`src/rtl/status_reg_arb.sv`:
```
module status_reg_arb #(
  parameter logic [7:0] RESET_VAL = 8'h18
) (
  input  logic       clk,
  input  logic       rst_n,
  input  logic       wr_en,
  input  logic [7:0] wr_data,
  input  logic       alu_upd,
  input  logic [2:0] alu_mask,
  input  logic [2:0] alu_flags,
  input  logic       ev_wdt_to,
  input  logic       ev_clrwdt,
  input  logic       ev_sleep,
  output logic [7:0] status,
  output logic [1:0] bank_rp,
  output logic       bank_irp
);
  localparam int FLAG_W = 3;
  localparam int PD_B   = 3;
  localparam int TO_B   = 4;

  logic [FLAG_W-1:0] flag_q, flag_d, take_alu;
  logic [2:0]        bank_q;
  logic              to_q, pd_q;

  assign take_alu = alu_upd ? alu_mask : '0;

  always_comb begin
    flag_d = flag_q;
    if (wr_en) flag_d = wr_data[FLAG_W-1:0];
    flag_d = (flag_d & ~take_alu) | (alu_flags & take_alu);
  end

  always_ff @(posedge clk or negedge rst_n) begin
    if (!rst_n) begin
      flag_q <= RESET_VAL[FLAG_W-1:0];
      bank_q <= RESET_VAL[7:5];
      to_q   <= RESET_VAL[TO_B];
      pd_q   <= RESET_VAL[PD_B];
    end else begin
      flag_q <= flag_d;
      if (wr_en) bank_q <= wr_data[7:5];
      if (ev_wdt_to) to_q <= 1'b0;
      else if (ev_clrwdt || ev_sleep) to_q <= 1'b1;
      if (ev_sleep) pd_q <= 1'b0;
      else if (ev_clrwdt) pd_q <= 1'b1;
    end
  end

  assign status   = {bank_q, to_q, pd_q, flag_q};
  assign bank_rp  = status[6:5];
  assign bank_irp = status[7];

  a_r3_alu_wins: assert property (@(posedge clk) disable iff (!rst_n)
    alu_upd |=> ((status[2:0] & $past(alu_mask)) == ($past(alu_flags) & $past(alu_mask))));
  a_r2_plain_write: assert property (@(posedge clk) disable iff (!rst_n)
    (wr_en && !alu_upd) |=> (status[2:0] == $past(wr_data[2:0]) && status[7:5] == $past(wr_data[7:5])));
  a_r5_cause_no_write: assert property (@(posedge clk) disable iff (!rst_n)
    (!ev_wdt_to && !ev_clrwdt && !ev_sleep) |=> $stable(status[4:3]));
  a_r6_timeout_clears: assert property (@(posedge clk) disable iff (!rst_n)
    ev_wdt_to |=> !status[4]);
  a_r7_sleep_clears_pd: assert property (@(posedge clk) disable iff (!rst_n)
    ev_sleep |=> !status[3]);
  a_r8_bank_hold: assert property (@(posedge clk) disable iff (!rst_n)
    !wr_en |=> $stable({bank_irp, bank_rp}));
endmodule

```
`config.mk`:
```
export PLATFORM = sky130hd
export DESIGN_NAME = status_reg_arb
export DESIGN_NICKNAME = d
export VERILOG_FILES = /design/src/rtl/status_reg_arb.sv
export SDC_FILE = /design/constraint.sdc
export NUM_CORES = 1
export LEC_CHECK = 0
export ABC_AREA = 1
export ABC_CLOCK_PERIOD_IN_PS = 1500
export BUFFER_PORTS_ARGS = -buffer_cell sky130_fd_sc_hd__buf_2
export CORE_MARGIN = 2
export CORE_UTILIZATION = 28
export CTS_CLUSTER_SIZE = 25
export DETAILED_ROUTE_END_ITERATION = 10
export PLACE_DENSITY_LB_ADDON = 0.12
export SKIP_CTS_REPAIR_TIMING = 1
export SLEW_MARGIN = 5
export SYNTH_ARGS = -nofsm -noshare
export SYNTH_HDL_FRONTEND = slang
export SYNTH_SLANG_ARGS = --single-unit
```
`constraint.sdc`:
```
create_clock -name clk -period 1.5 [get_ports clk]
set_input_delay 0.225 -clock clk [delete_from_list [all_inputs] [get_ports clk]]
set_output_delay 0.225 -clock clk [all_outputs]
set_load 0.005 [all_outputs]
```
After elaboration in Yosys (flattened, before gate mapping)
Cells that the tools add are included.
Cells by class
  mux-type cells: 6
  bitwise operators: 4
  reductions and logical operators: 3
Operators with widths (count)
  AND 3 bit: 2
  two-way mux 3 bit: 2
  two-way mux 1 bit: 4
  nonzero test 2 bit: 2
  NOT 3 bit: 1
  OR 3 bit: 1
  logical OR 1 bit: 1
Storage, ports and cells
  register bits after elaboration: 8
  input port bits: 21
  word-level logic and storage cells: 17

Logic depth before layout (Yosys ltp)
  depth after elaboration: 4
  gate-level depth with buffers: 4
  gate-level depth less buffers: 4

Least setup slack after synthesis
No wires, ideal clock.
  kind: reg2out
  start point: register pd_q
  end point: output port status[3]
  arrival: 0.598 ns
  data required time: 1.275 ns
  path slack: 0.677 ns
  stages on the path, launching flop included: 2
  cell sequence: dfstp_2 buf_4
RTL lines
  start, declared: line 24  | logic to_q, pd_q;
  start signal, assigned: line 39  | pd_q <= RESET_VAL[PD_B];
  end, declared: line 14  | output logic [7:0] status,
No word-level cell between the ends.

Worst setup path in the final report
  start point: register pd_q
  end point: output port status[3]
No word-level cell between the ends.

==> flow_summary.json <==
{
  "ys_ff_latch": 8,
  "final_nets": 103,
  "grt_remaining_overflow": 0,
  "period_share_pct": 73.5,
  "clock-root-buffer": "clkbuf_4",
  "path_buf_inv": 1,
  "wl_per_cell_um": 8.20,
  "die_x_um": 41.6,
  "multi_input_area_um2": 136,
  "vias": 401,
  "r2r-start": "to_q",
  "finalClockSkew_ns": 0,
  "drc": 0,
  "synthToLayoutAreaGrowth_pct": 41.1,
  "nFillCells": 153,
  "tns_ns": 0,
  "worstPathCellList": "buf_2",
  "status": "finished clean",
  "place_inst": 91,
  "clkPwrFrac_pct": 33.6,
  "post_drt_via_cell_ratio": 4.18,
  "clk_latency_ns": 0.25,
  "worstSetupEndpointType": "output port",
  "ant_nets": 0,
  "io_pins": 32,
  "io_buffers": 29,
  "clk_pin_slew_ns": 0.05,
  "cts_tree": "yes",
  "netlist_area_um2": 395,
  "cpPeakStageDelay_ns": 0.52,
  "drt_first_pass_iters": 3,
  "grt_max_degree": 9,
  "period_needed_ns": 1.10,
  "hp-class": "input pin to register",
  "numClockSinks": 8,
  "finalHoldViolCount": 0,
  "die_area_um2": 1730,
  "start_kind": "register",
  "grt_first_pass_wirelength_um": 1390,
  "post-dp-hpwl_um": 659,
  "yosysSeqAreaShare_pct": 51.3,
  "cp_slowest_cell": "dfstp_2",
  "cp-startpoint": "pd_q",
  "maxCapViolations": 0,
  "combPwrFrac_pct": 18.5,
  "die_y_um": 41.6,
  "maxSlewViolCount": 0,
  "tightest_slew_ns": 0.178,
  "required_ns": 1.27,
  "fmax_mhz": 907,
  "leakage_uw": 0.000343,
  "p_per_area_nw_per_um2": 933,
  "grt_usage_pct": 11.1,
  "critPathKind": "register to output port",
  "syn_inst": 52,
  "layout-drive-gt1-share_pct": 43.2,
  "syn_nets": 73,
  "start_util_pct": 30.0,
  "power.switching_uw": 129,
  "swShare_pct": 24.9,
  "stdcell_count": 96,
  "fin_util_pct": 42.4,
  "cp_data_arrival_time_ns": 0.88,
  "grt_setup_unrepaired": "no",
  "syn_avg_cell_area_um2": 7.60,
  "stdcell_area_um2": 558,
  "rows": 13,
  "ir_worst_vdd_uv": 601,
  "synth_warnings": 0,
  "ys_types": 9,
  "min-delay-start": "ev_wdt_to",
  "grt_pass1_vias": 323,
  "power_frac_seq_pct": 47.9,
  "p_int_uw": 391,
  "first_iter_violations": 6,
  "finalSetupViolations": 0,
  "seq_area_um2": 203,
  "diodes": 0,
  "worst_slew_margin_rel_pct": 88.1,
  "core_area_um2": 1320,
  "max-clock-path-buffers": 2,
  "cp_max_fo": 2,
  "cts_buffers": 3,
  "critPathTopFamily": "flip-flops",
  "antenna_found_initial": 0,
  "gp_congestion": 0.672,
  "cts_max_level": 1,
  "finalWirelength_um": 787,
  "placed_area_um2": 522
}
[synthesized netlist by cell type]
library cell | n | area share (%)
inv_1 | 4 | 3.8
inv_2 | 1 | 0.95
nand2_1 | 24 | 23
nor2_1 | 3 | 2.8
dfrtp_1 | 6 | 38
nand3_1 | 6 | 7.6
dfstp_2 | 2 | 13
buf_4 | 5 | 9.5
a21oi_1 | 1 | 1.3
[routing by layer]
layer	vias up	part of all wire [%]	GRT usage (%)
met5	-	0	0
met1	172	41	13.0
met3	2	9.1	7.83
li1	211	-	-
met4	0	0.51	5.81
met2	16	49	15.0
[through the flow]
stage / hold WS, ns / power (uW) / setup WS [ns]
2_1_floorplan: -0.0706 / 302 / 0.677
3_3_place_gp: 0.0782 / 349 / 0.671
3_5_place_dp: 0.0756 / 350 / 0.662
4_1_cts: -0.205 / 532 / 0.382
5_1_grt: 0.0771 / 565 / 0.354
6_report: 0.0823 / 520 / 0.397
[path summary, 6_finish.rpt]
kind,endpoint,slack (ns),depth (start not counted)
worst max-delay path,status[3],0.40,1
worst min-delay path,to_q,0.08,2
worst max register to register,to_q,0.75,2
worst min register to register,to_q,0.46,2
max in group asynchronous,to_q,0.92,2
min in group asynchronous,bank_q[2],0.34,2
[power groups by stage]
| stage | clock network [uW] | registers [uW] | logic, uW |
|---|---|---|---|
| finish | 175 | 250 | 96.3 |
| global route | 204 | 252 | 108 |
| CTS | 185 | 250 | 97.1 |
| floorplan | 0 | 255 | 47.1 |
| global placement | 0 | 253 | 96.0 |
| detailed placement | 0 | 253 | 97.0 |
[cell usage in the layout, fill, tap and decap left out]
cell type       n
a21oi_1         1
dfstp_2         2
buf_2          29
dlygate4sd3_1   1
nand3_1         6
inv_2           1
nand2_1        24
inv_1           4
dfrtp_1         6
nor2_1          3
clkbuf_1        1
clkbuf_4        3
[cells by family after synthesis]
logic type	count (synthesis)	share of synthesized area [%]
simple gates	33	33.2
buf+inv	10	14.2
flops	8	51.3
compound gates	1	1.26
[layout make-up]
type,count,area share (%)
clock buffers,4,4.71
inverters,5,3.36
multi-input cells,34,24.4
flip-flops and latches,8,36.3
well taps,15,3.36
repair buffers,30,27.8
(Power assumes the default switching activity.)
